==> src/rtl/gpio_bank_pkg.sv <==
package gpio_bank_pkg;

    localparam int NLINES  = 32;
    localparam int DW      = 32;
    localparam int AW      = 4;
    localparam int FUNC_W  = 3;
    localparam logic [DW-1:0] CFG_USED = 32'h0703_F707;

    typedef enum logic [AW-1:0] {
        RG_MASK  = 4'd0,
        RG_CFG   = 4'd1,
        RG_PIN   = 4'd2,
        RG_LOCK  = 4'd3,
        RG_SET   = 4'd4,
        RG_CLR   = 4'd5,
        RG_ODAT  = 4'd6,
        RG_IEN   = 4'd8,
        RG_IDIS  = 4'd9,
        RG_IMSK  = 4'd10,
        RG_ISTAT = 4'd11,
        RG_FRZ   = 4'd15
    } reg_sel_e;

    typedef enum logic [2:0] {
        EV_FALL = 3'd0,
        EV_RISE = 3'd1,
        EV_BOTH = 3'd2,
        EV_LOW  = 3'd3,
        EV_HIGH = 3'd4,
        EV_NA5  = 3'd5,
        EV_NA6  = 3'd6,
        EV_NA7  = 3'd7
    } ev_sel_e;

    typedef struct packed {
        logic [2:0]        evsel;
        logic [1:0]        drive;
        logic              schmitt_off;
        logic              open_drain;
        logic              slow_filt;
        logic              filt_en;
        logic              pull_dn;
        logic              pull_up;
        logic              dir_out;
        logic [FUNC_W-1:0] func;
    } line_cfg_t;

    function automatic line_cfg_t cfg_unpack(input logic [DW-1:0] w);
        line_cfg_t c;
        c.func        = w[2:0];
        c.dir_out     = w[8];
        c.pull_up     = w[9];
        c.pull_dn     = w[10];
        c.filt_en     = w[12];
        c.slow_filt   = w[13];
        c.open_drain  = w[14];
        c.schmitt_off = w[15];
        c.drive       = w[17:16];
        c.evsel       = w[26:24];
        return c;
    endfunction

    function automatic logic [DW-1:0] cfg_pack(input line_cfg_t c);
        logic [DW-1:0] w;
        w        = '0;
        w[2:0]   = c.func;
        w[8]     = c.dir_out;
        w[9]     = c.pull_up;
        w[10]    = c.pull_dn;
        w[12]    = c.filt_en;
        w[13]    = c.slow_filt;
        w[14]    = c.open_drain;
        w[15]    = c.schmitt_off;
        w[17:16] = c.drive;
        w[26:24] = c.evsel;
        return w;
    endfunction

    function automatic logic ev_hit(input ev_sel_e s, input logic cur, input logic prv);
        case (s)
            EV_FALL: return prv & ~cur;
            EV_RISE: return ~prv & cur;
            EV_BOTH: return prv ^ cur;
            EV_LOW:  return ~cur;
            EV_HIGH: return cur;
            default: return 1'b0;
        endcase
    endfunction

endpackage

==> src/rtl/gpio_cfg_bank.sv <==
module gpio_cfg_bank
    import gpio_bank_pkg::*;
#(
    parameter int N = NLINES
) (
    input  logic                        clk,
    input  logic                        rst,
    input  logic [N-1:0]                sel_mask,
    input  logic                        cfg_we,
    input  logic [DW-1:0]               cfg_wdata,
    output logic [DW-1:0]               cfg_rword,
    output logic [N-1:0][FUNC_W-1:0]    func_v,
    output logic [N-1:0]                dir_v,
    output logic [N-1:0][2:0]           evsel_v
);

    line_cfg_t cfg_q [N];
    line_cfg_t wr_cfg;

    assign wr_cfg = cfg_unpack(cfg_wdata);

    for (genvar gi = 0; gi < N; gi++) begin : g_line
        always_ff @(posedge clk) begin
            if (rst)
                cfg_q[gi] <= '0;
            else if (cfg_we && sel_mask[gi])
                cfg_q[gi] <= wr_cfg;
        end

        assign func_v[gi]  = cfg_q[gi].func;
        assign dir_v[gi]   = cfg_q[gi].dir_out;
        assign evsel_v[gi] = cfg_q[gi].evsel;

        // unselected lines keep their settings across a settings write
        a_r3_unselected_hold: assert property (@(posedge clk) disable iff (rst)
            (cfg_we && !sel_mask[gi]) |=> $stable(cfg_q[gi]));

        // selected lines take exactly the stored field bits of the word
        a_r4_selected_take: assert property (@(posedge clk) disable iff (rst)
            (cfg_we && sel_mask[gi]) |=> (cfg_pack(cfg_q[gi]) == ($past(cfg_wdata) & CFG_USED)));
    end

    // Lowest selected line wins: scan downward so the last hit is the lowest index
    always_comb begin
        cfg_rword = '0;
        for (int i = N - 1; i >= 0; i--) begin
            if (sel_mask[i])
                cfg_rword = cfg_pack(cfg_q[i]);
        end
    end

    // an empty selection reads back 0
    a_r5_empty_zero: assert property (@(posedge clk) disable iff (rst)
        (sel_mask == '0) |-> (cfg_rword == '0));

endmodule

==> src/rtl/gpio_out_drive.sv <==
module gpio_out_drive
    import gpio_bank_pkg::*;
#(
    parameter int N = NLINES
) (
    input  logic                        clk,
    input  logic                        rst,
    input  logic                        set_we,
    input  logic                        clr_we,
    input  logic [N-1:0]                wbits,
    input  logic [N-1:0][FUNC_W-1:0]    func_v,
    input  logic [N-1:0]                dir_v,
    output logic [N-1:0]                out_q,
    output logic [N-1:0]                pad_oe,
    output logic [N-1:0]                pad_out,
    output logic [N*FUNC_W-1:0]         pad_func
);

    logic [N-1:0] set_bits;
    logic [N-1:0] clr_bits;

    assign set_bits = set_we ? wbits : '0;
    assign clr_bits = clr_we ? wbits : '0;

    always_ff @(posedge clk) begin
        if (rst)
            out_q <= '0;
        else
            out_q <= (out_q | set_bits) & ~clr_bits;
    end

    for (genvar gi = 0; gi < N; gi++) begin : g_pad
        assign pad_oe[gi]                      = (func_v[gi] == '0) && dir_v[gi];
        assign pad_out[gi]                     = pad_oe[gi] & out_q[gi];
        assign pad_func[gi*FUNC_W +: FUNC_W]   = func_v[gi];

        // a line in a peripheral function never has its pad enabled here
        a_r7_oe_gpio_only: assert property (@(posedge clk) disable iff (rst)
            pad_oe[gi] |-> (pad_func[gi*FUNC_W +: FUNC_W] == '0));
    end

    // written ones take effect, written zeros leave bits alone
    a_r6_set_ones: assert property (@(posedge clk) disable iff (rst)
        set_we |=> ((out_q & $past(wbits)) == $past(wbits)));
    a_r6_set_zeros_keep: assert property (@(posedge clk) disable iff (rst)
        set_we |=> ((out_q & ~$past(wbits)) == ($past(out_q) & ~$past(wbits))));
    a_r6_clr_ones: assert property (@(posedge clk) disable iff (rst)
        clr_we |=> ((out_q & $past(wbits)) == '0));
    a_r6_clr_zeros_keep: assert property (@(posedge clk) disable iff (rst)
        clr_we |=> ((out_q & ~$past(wbits)) == ($past(out_q) & ~$past(wbits))));

endmodule

==> src/rtl/gpio_irq_unit.sv <==
module gpio_irq_unit
    import gpio_bank_pkg::*;
#(
    parameter int N = NLINES
) (
    input  logic                clk,
    input  logic                rst,
    input  logic [N-1:0]        pin_in,
    input  logic [N-1:0][2:0]   evsel_v,
    input  logic                en_we,
    input  logic                dis_we,
    input  logic                stat_rd,
    input  logic [N-1:0]        wbits,
    output logic [N-1:0]        pin_sync,
    output logic [N-1:0]        imr_q,
    output logic [N-1:0]        isr_q,
    output logic                irq
);

    logic [N-1:0] sync1_q;
    logic [N-1:0] sync2_q;
    logic [N-1:0] prev_q;
    logic [N-1:0] ev_vec;

    always_ff @(posedge clk) begin
        if (rst) begin
            sync1_q <= '0;
            sync2_q <= '0;
            prev_q  <= '0;
        end else begin
            sync1_q <= pin_in;
            sync2_q <= sync1_q;
            prev_q  <= sync2_q;
        end
    end

    assign pin_sync = sync2_q;

    for (genvar gi = 0; gi < N; gi++) begin : g_det
        assign ev_vec[gi] = ev_hit(ev_sel_e'(evsel_v[gi]), sync2_q[gi], prev_q[gi]);
    end

    always_ff @(posedge clk) begin
        if (rst) begin
            imr_q <= '0;
            isr_q <= '0;
        end else begin
            imr_q <= (imr_q | (en_we ? wbits : '0)) & ~(dis_we ? wbits : '0);
            isr_q <= (stat_rd ? '0 : isr_q) | ev_vec;
        end
    end

    assign irq = |(isr_q & imr_q);

    // enable sets, disable clears, zeros change nothing
    a_r10_enable_sets: assert property (@(posedge clk) disable iff (rst)
        en_we |=> ((imr_q & $past(wbits)) == $past(wbits)));
    a_r10_disable_clears: assert property (@(posedge clk) disable iff (rst)
        dis_we |=> ((imr_q & $past(wbits)) == '0));
    a_r10_idle_stable: assert property (@(posedge clk) disable iff (rst)
        (!en_we && !dis_we) |=> $stable(imr_q));

    // status is sticky without a read, and a read leaves only fresh events
    a_r11_sticky: assert property (@(posedge clk) disable iff (rst)
        !stat_rd |=> ((isr_q & $past(isr_q)) == $past(isr_q)));
    a_r11_read_clears: assert property (@(posedge clk) disable iff (rst)
        stat_rd |=> ((isr_q & ~$past(ev_vec)) == '0));

endmodule

==> src/rtl/gpio_bank.sv <==
module gpio_bank
    import gpio_bank_pkg::*;
#(
    parameter int N = NLINES
) (
    input  logic                    clk,
    input  logic                    rst,
    input  logic [AW-1:0]           reg_addr,
    input  logic                    reg_we,
    input  logic                    reg_re,
    input  logic [DW-1:0]           reg_wdata,
    output logic [DW-1:0]           reg_rdata,
    input  logic [N-1:0]            pin_in,
    output logic [N-1:0]            pad_oe,
    output logic [N-1:0]            pad_out,
    output logic [N*FUNC_W-1:0]     pad_func,
    output logic                    irq
);

    reg_sel_e                   sel;
    logic [N-1:0]               mask_q;
    logic [DW-1:0]              frz_q;
    logic [DW-1:0]              rd_mux;
    logic [DW-1:0]              rdata_q;
    logic [DW-1:0]              cfg_rword;
    logic [N-1:0][FUNC_W-1:0]   func_v;
    logic [N-1:0]               dir_v;
    logic [N-1:0][2:0]          evsel_v;
    logic [N-1:0]               out_q;
    logic [N-1:0]               pin_sync;
    logic [N-1:0]               imr_q;
    logic [N-1:0]               isr_q;
    logic                       wr_mask, wr_cfg, wr_set, wr_clr;
    logic                       wr_ien, wr_idis, wr_frz, rd_stat;

    assign sel     = reg_sel_e'(reg_addr);
    assign wr_mask = reg_we && (sel == RG_MASK);
    assign wr_cfg  = reg_we && (sel == RG_CFG);
    assign wr_set  = reg_we && (sel == RG_SET);
    assign wr_clr  = reg_we && (sel == RG_CLR);
    assign wr_ien  = reg_we && (sel == RG_IEN);
    assign wr_idis = reg_we && (sel == RG_IDIS);
    assign wr_frz  = reg_we && (sel == RG_FRZ);
    assign rd_stat = reg_re && (sel == RG_ISTAT);

    always_ff @(posedge clk) begin
        if (rst) begin
            mask_q <= '0;
            frz_q  <= '0;
        end else begin
            if (wr_mask) mask_q <= reg_wdata[N-1:0];
            if (wr_frz)  frz_q  <= reg_wdata;
        end
    end

    gpio_cfg_bank #(.N(N)) u_cfg (
        .clk       (clk),
        .rst       (rst),
        .sel_mask  (mask_q),
        .cfg_we    (wr_cfg),
        .cfg_wdata (reg_wdata),
        .cfg_rword (cfg_rword),
        .func_v    (func_v),
        .dir_v     (dir_v),
        .evsel_v   (evsel_v)
    );

    gpio_out_drive #(.N(N)) u_out (
        .clk      (clk),
        .rst      (rst),
        .set_we   (wr_set),
        .clr_we   (wr_clr),
        .wbits    (reg_wdata[N-1:0]),
        .func_v   (func_v),
        .dir_v    (dir_v),
        .out_q    (out_q),
        .pad_oe   (pad_oe),
        .pad_out  (pad_out),
        .pad_func (pad_func)
    );

    gpio_irq_unit #(.N(N)) u_irq (
        .clk      (clk),
        .rst      (rst),
        .pin_in   (pin_in),
        .evsel_v  (evsel_v),
        .en_we    (wr_ien),
        .dis_we   (wr_idis),
        .stat_rd  (rd_stat),
        .wbits    (reg_wdata[N-1:0]),
        .pin_sync (pin_sync),
        .imr_q    (imr_q),
        .isr_q    (isr_q),
        .irq      (irq)
    );

    always_comb begin
        case (sel)
            RG_MASK:  rd_mux = DW'(mask_q);
            RG_CFG:   rd_mux = cfg_rword;
            RG_PIN:   rd_mux = DW'(pin_sync);
            RG_ODAT:  rd_mux = DW'(out_q);
            RG_IMSK:  rd_mux = DW'(imr_q);
            RG_ISTAT: rd_mux = DW'(isr_q);
            RG_FRZ:   rd_mux = frz_q;
            default:  rd_mux = '0;
        endcase
    end

    always_ff @(posedge clk) begin
        if (rst)
            rdata_q <= '0;
        else
            rdata_q <= reg_re ? rd_mux : '0;
    end

    assign reg_rdata = rdata_q;

    // the cycle after reset the pads and interrupt are quiet
    a_r1_reset_quiet: assert property (@(posedge clk)
        $past(rst) |-> (pad_oe == '0 && pad_out == '0 && pad_func == '0 && !irq && reg_rdata == '0));

    // no read strobe, no read data
    a_r2_idle_rdata: assert property (@(posedge clk) disable iff (rst)
        !reg_re |=> (reg_rdata == '0));

    // mask write lands as written
    a_r3_mask_write: assert property (@(posedge clk) disable iff (rst)
        wr_mask |=> (mask_q == $past(reg_wdata[N-1:0])));

    // freeze word stores the full write
    a_r13_freeze_store: assert property (@(posedge clk) disable iff (rst)
        wr_frz |=> (frz_q == $past(reg_wdata)));

endmodule

==> config.mk <==
export PLATFORM = sky130hd
export DESIGN_NAME = gpio_bank
export DESIGN_NICKNAME = d
export VERILOG_FILES = /design/src/rtl/gpio_bank_pkg.sv /design/src/rtl/gpio_cfg_bank.sv /design/src/rtl/gpio_out_drive.sv /design/src/rtl/gpio_irq_unit.sv /design/src/rtl/gpio_bank.sv
export SDC_FILE = /design/constraint.sdc
export NUM_CORES = 1
export LEC_CHECK = 0
export BUFFER_PORTS_ARGS = -buffer_cell sky130_fd_sc_hd__buf_2
export CORE_ASPECT_RATIO = 1.1
export CORE_UTILIZATION = 45
export CTS_BUF_LIST = sky130_fd_sc_hd__clkbuf_4 sky130_fd_sc_hd__clkbuf_8
export DETAILED_ROUTE_END_ITERATION = 7
export PLACE_DENSITY_LB_ADDON = 0.2
export SYNTH_ARGS = -nofsm -noshare
export SYNTH_HDL_FRONTEND = slang
export SYNTH_HIERARCHICAL = 1
export SYNTH_SLANG_ARGS = --single-unit
==> constraint.sdc <==
create_clock -name clk -period 2.52 [get_ports clk]
set_clock_uncertainty 0.2 [all_clocks]
set_input_delay 0.252 -clock clk [delete_from_list [all_inputs] [get_ports clk]]
set_output_delay 0.252 -clock clk [all_outputs]
set_load 0.01 [all_outputs]
==> Yosys cells after proc, flatten, opt, wreduce, memory -nomap -nowiden <==
Memory sizes are Yosys's and may differ from the RTL's.
Cells that the tools add are included.
{ "classes": {"eq_ne": 138, "n_mux": 200, "bitwise_logic": 233, "n_reduce_logical": 139} }
{ "op_table": {"columns": ["operator", "count"], "rows": [
  ["2-to-1 mux 27 bit", 32],
  ["2-to-1 mux 15 bit", 32],
  ["one-hot mux 32 bit (7 select lines)", 1],
  ["equality test 3 x 2 -> 1 bit, second input constant", 64],
  ["zero test 3 bit", 64],
  ["2-to-1 mux 32 bit", 5],
  ["one-hot mux 1 bit (5 select lines)", 32],
  ["2-to-1 mux 1 bit", 98],
  ["bitwise AND 1 bit", 96],
  ["bitwise AND 32 bit", 3],
  ["equality test 3 x 1 -> 1 bit, second input constant", 32],
  ["equality test 3 bit, second input constant", 32],
  ["bitwise OR 32 bit", 3],
  ["logical AND 1 bit", 72],
  ["inverter 1 bit", 65],
  ["inverter 32 bit", 2],
  ["bitwise OR 1 bit", 32],
  ["OR reduction 32 bit", 1],
  ["bitwise XOR 1 bit", 32],
  ["equality test 4 bit, second input constant", 5],
  ["equality test 4 x 3 -> 1 bit, second input constant", 3],
  ["equality test 4 x 1 -> 1 bit, second input constant", 1],
  ["equality test 4 x 2 -> 1 bit, second input constant", 1],
  ["zero test 4 bit", 1],
  ["OR reduction 2 bit", 1]
]} }
{ "totals": {"reg_bits": 288, "ram_bits": 480, "inputBits": 72, "out_inout_bits": 193, "n_memories": 1} }
{ "memory_table": {"columns": ["name", "words", "word_bits", "read_ports", "rd_clocked_by_memory_dff", "write_ports", "line_no", "text"], "rows": [
  ["u_cfg.cfg_q", 32, 15, 32, 0, 32, "gpio_cfg_bank.sv:17", "line_cfg_t cfg_q [N];"]
]} }

==> Longest topological paths before layout <==
An unclocked memory read counts as a cell.
{ "logic_depth": {"depth_word": 34, "depth_mapped": 11} }

==> By module <==
The synthesis kept the hierarchy.
{ "modules_own_cells": {"columns": ["module", "instances", "cells_each", "area_each_um2", "seq_area_each_um2"], "rows": [
  ["gpio_cfg_bank", 1, 2085, 24377.1, 14413.8],
  ["gpio_irq_unit", 1, 692, 7159.4, 3203.1],
  ["gpio_bank", 1, 586, 4902.2, 1921.8],
  ["gpio_out_drive", 1, 265, 2663.8, 640.6]
]} }

==> Worst setup path after synthesis <==
Ideal clock, no wire load.
{ "synth_path": {"path_kind": "input port to flip-flop", "start": "input reg_addr[2]", "end": "memory u_cfg/cfg_q[0][0] in the netlist's numbering, enable pin", "arrival_time_ns": 2.004, "required_ns": 1.958, "slack_ns": -0.046, "stages": 8, "cell_sequence": "buf_6 > buf_6 > nor4b_4 > buf_6 > and2_1 > clkbuf_1 > clkbuf_1 > a21o_1"} }
{ "synth_rtl": {"columns": ["item", "line_no", "text"], "rows": [
  ["start, declared", "gpio_bank.sv:8", "input logic [AW-1:0] reg_addr,"],
  ["end, declared", "gpio_cfg_bank.sv:17", null]
]} }

==> Final worst setup path <==
{ "layout_path": {"start": "register u_irq.isr_q[16]", "end": "output irq"} }
{ "layout_via": {"elab_chain_len": 2} }
{ "layout_lines": {"columns": ["item", "line_no", "text"], "rows": [
  ["start, declared", "gpio_irq_unit.sv:16", "output logic [N-1:0] isr_q,"],
  ["start signal, assigned", "gpio_irq_unit.sv:49", "isr_q <= (stat_rd ? '0 : isr_q) | ev_vec;"],
  ["bitwise AND 32 bit", "gpio_irq_unit.sv:53", "assign irq = |(isr_q & imr_q);"],
  ["OR reduction 32 bit", "gpio_irq_unit.sv:53", null],
  ["end, declared", "gpio_bank.sv:17", "output logic irq"]
]} }
No other way between the ends.

==> impl_results.md <==
* Pre-CTS WS at -0.493 ns
* Top routing layer used: met5
* Initial antenna violation count at 8
* Routed Antenna Nets at 0
* Pin count of the biggest net entering global routing at between 100 and 150
* HPWL Detailed at 104 mm
* M1 wire length at 58.2 mm
* Setup ws final at -0.295 ns
* Async S/R FF share, synth at 0
* Worst r2r path cells at 10
* Synth Area in Simple Gates at 0.168
* Number of global-route vias before repair at 30,700
* DP Cell Count at around 4,900
* Nets at approximately 4,200
* Unrepaired setup endpoints after global routing: true
* R2R Path Start: mask_q[18]$_SDFFE_PP0P_
* Crit path arrival time at 2.36 ns
* CP required at around 2.1 ns
* Family with the most delay on the worst path: simple AND/OR/NAND/NOR gates
* Fmax at ~360 MHz
* Worst path cell trace: a22oi_1 -> nand4_1 -> or4_4 -> buf_6
* Compound-Gate Fraction of Synth Area at 0.157
* Post-synthesis xor/xnor area fraction at 0
* Detailed Route WL at between 100 and 150 mm
* First-pass GRT wire length at 213 mm
* Post-synthesis mux area share at 0.0252
* Setup Viol. Count Final at 22
* R2R Path End: reg_rdata[0]$_SDFF_PP0_
* Period utilisation layout at 1.12
* Worst-path maximum fanout at 2
* Largest area contributor in the netlist: edfxtp_1
* Critical path endpoint category: output port
* Relative slew slack at 0.481
* Initial Utilization at 0.453
* Worst Hold Class: primary input to register
* Die H at just over 300 um
* Routed wl met3 at roughly 15 mm
* CORE AREA at 86,200 sq um
* Commonest non-fill, non-tap cell in the layout: and3_1
* Clock sink total at approximately 770
* Final Hold Fails at 0
* PD cells at 593 nW/um^2
* Gpl congestion at 0.981
* Slew Viols, Final at 0
* Final Util at 0.564
* Root Driver: clkbuf_8
* Worst Setup EP: irq
* WP buf/inv at 1
* Num rows at about 110
* Critical path depth at 4
* Gr ovfl total at 0
* Leakage power at 20.8 nW
* DR DRC count at 0
* Area of the multi-input gates at 15,900 sq um
* Slew at the pin closest to its max-slew limit at between 0.7 and 0.8 ns
* Synth cell types at ~80
* Primary FF master, synth: edfxtp_1
* Layout area overhead at 24.5%
* Most frequent cells in the layout: and3_1 (493), edfxtp_1 (480), buf_4 (421)
* Avg WL per Cell at 28.2 um
* Clk Latency, worst-skew pair at around 0.8 ns
* Adder-Cell Fraction of Synth Area at 0.0205
* Yosys reg bits at between 700 and 800
* Post-route minimum period at around 2.8 ns
* CP startpoint kind: register
* Gate Count Post-Synth at 3,628
* Number of synthesized flops with an enable pin at 480
* Top cells by area, synth: edfxtp_1 (37%), dfxtp_1 (15%), and3_1 (8.0%)
* Post-synthesis sequential area ratio at 0.516
* CTS tree: yes
* Via density at about 6.1
* CP max-delay cell: or4_4
* Post-synthesis cell area at about 39,000 sq um
* Max rail drop VDD at ~0.52 mV
* CP peak stage delay at 0.58 ns
* Status: finished, violations left
* Filler-free cell count of the finished design at between 5,000 and 6,000
* Largest family of logic cells by synthesized area: simple AND/OR/NAND/NOR gates
* GRT Total Usage at 0.330
* Die width at around 280 um
* Layout cells sized above 1 at 0.328
* Detailed Route Iter0 Violations at 4,236
* Reg clk slew, reported paths at ~0.060 ns
* Clk buf depth at 3
* Via count at 32,200
* Fillers at roughly 7,300
* Pre-antenna DRT Iters at 6
* Crit path kind: register to output port
* Post-synth top area share at 0.369
* Max reg flops at 480
* Max-cap violation count at 0
* Met2 routed WL at roughly 67 mm
* Failing checks: setup timing
* Worst R2R Setup Slack at -0.19 ns
* # port buffers at 264
* Storage cell area at about 20,000 sq um
* Syn Area/Cell at 10.8 sq um
* CTS Buf Count at approximately 130
* Die Footprint at 88,100 sq um
* Ys Warns at 6
* Crit. Startpoint: u_irq/isr_q[16]$_SDFF_PP0_
* IO Count at between 200 and 300
* H-tree level count at 4
* Biggest register: u_cfg/cfg_q
-- worst min path at each step --
stage	startpoint	end	depth (start not counted)
after floorplan	rst	u_out/out_q[23]$_SDFF_PP0_	1
after global placement	u_irq/sync1_q[22]$_SDFF_PP0_	u_irq/pin_sync[22]$_SDFF_PP0_	1
after detailed placement	u_irq/sync1_q[20]$_SDFF_PP0_	u_irq/pin_sync[20]$_SDFF_PP0_	1
after CTS	pin_in[1]	u_irq/sync1_q[1]$_SDFF_PP0_	3
after global routing	pin_in[3]	u_irq/sync1_q[3]$_SDFF_PP0_	3
final	pin_in[1]	u_irq/sync1_q[1]$_SDFF_PP0_	3
-- synth_stat cells, types with 33 or more instances --
library cell and count:
a211oi_1 35, a21o_1 45, a21oi_1 244, a221oi_1 33
a22o_1 64, a22oi_1 60, and2_1 35, and3_1 497
buf_2 51, buf_4 352, clkbuf_1 236, dfxtp_1 288
edfxtp_1 480, ha_1 64, inv_1 121, nand2_1 232
nor2_1 89, nor2b_1 90, o21ai_0 69, o22ai_1 82
o2bb2ai_1 45
-- report_power, final --
group / internal, mW / total, mW / leakage, nW / switching (mW)
clock network: 6.56 / 11.9 / 1.43 / 5.33
registers: 13.7 / 14.1 / 7.30 / 0.350
logic: 1.21 / 2.90 / 12.1 / 1.69
total: 21.5 / 28.9 / 20.8 / 7.37
-- kinds of logic (layout without fill, tap and decap cells) --
| kind of cell | after synthesis | in the layout |
|---|---|---|
| buf+inv | 784 | 1288 |
| mux | 57 | 57 |
| flops | 768 | 768 |
| fa+ha+maj | 64 | 64 |
| other cells | 1 | 24 |
| compound gates | 859 | 859 |
| simple gates | 1095 | 1096 |
-- timing repair --
action                                  in CTS  in global routing
endpoints found under the setup margin      42                 45
cloned                                       2                  1
endpoints found under the hold margin      362                  0
buffers inserted                            63                 26
hold buffers                               116                  0
pin swaps                                   74                 67
resized for setup                          206                101
-- tightest hold or removal path, stage by stage --
cell           delay [ns]
dlygate4sd3_1        0.52
buf_2                0.10
nor2b_1              0.12
-- metal layers --
metal	vias up	GRT usage
met4	8	0.177
met5	-	0
met1	15900	0.432
li1	13900	-
met3	416	0.0710
met2	2027	0.511
-- area by class of cell --
| type | instances | share of cell area |
|---|---|---|
| Sequential cell | 768 | 0.415 |
| Multi-Input combinational cell | 2093 | 0.326 |
| Timing Repair Buffer | 929 | 0.163 |
| Clock buffer | 189 | 0.0477 |
| Tap cell | 1150 | 0.0296 |
| Inverter | 121 | 0.00933 |
| Clock inverter | 49 | 0.00843 |
| Antenna cell | 7 | 0.000360 |
-- per-stage QoR --
step	total power, mW	hold WS, ns	TNS, ns	instance area, sq um
5_1_grt	29.7	0.0232	-4.17	48700
2_1_floorplan	15.5	0.130	-6.21	39200
6_report	28.9	0.0324	-2.35	48700
4_1_cts	28.7	0.00201	-1.67	48000
3_5_place_dp	16.7	0.220	-3.60	42700
3_3_place_gp	16.7	0.220	-3.15	42700
No activity file was read; power rests on OpenSTA's default activity.
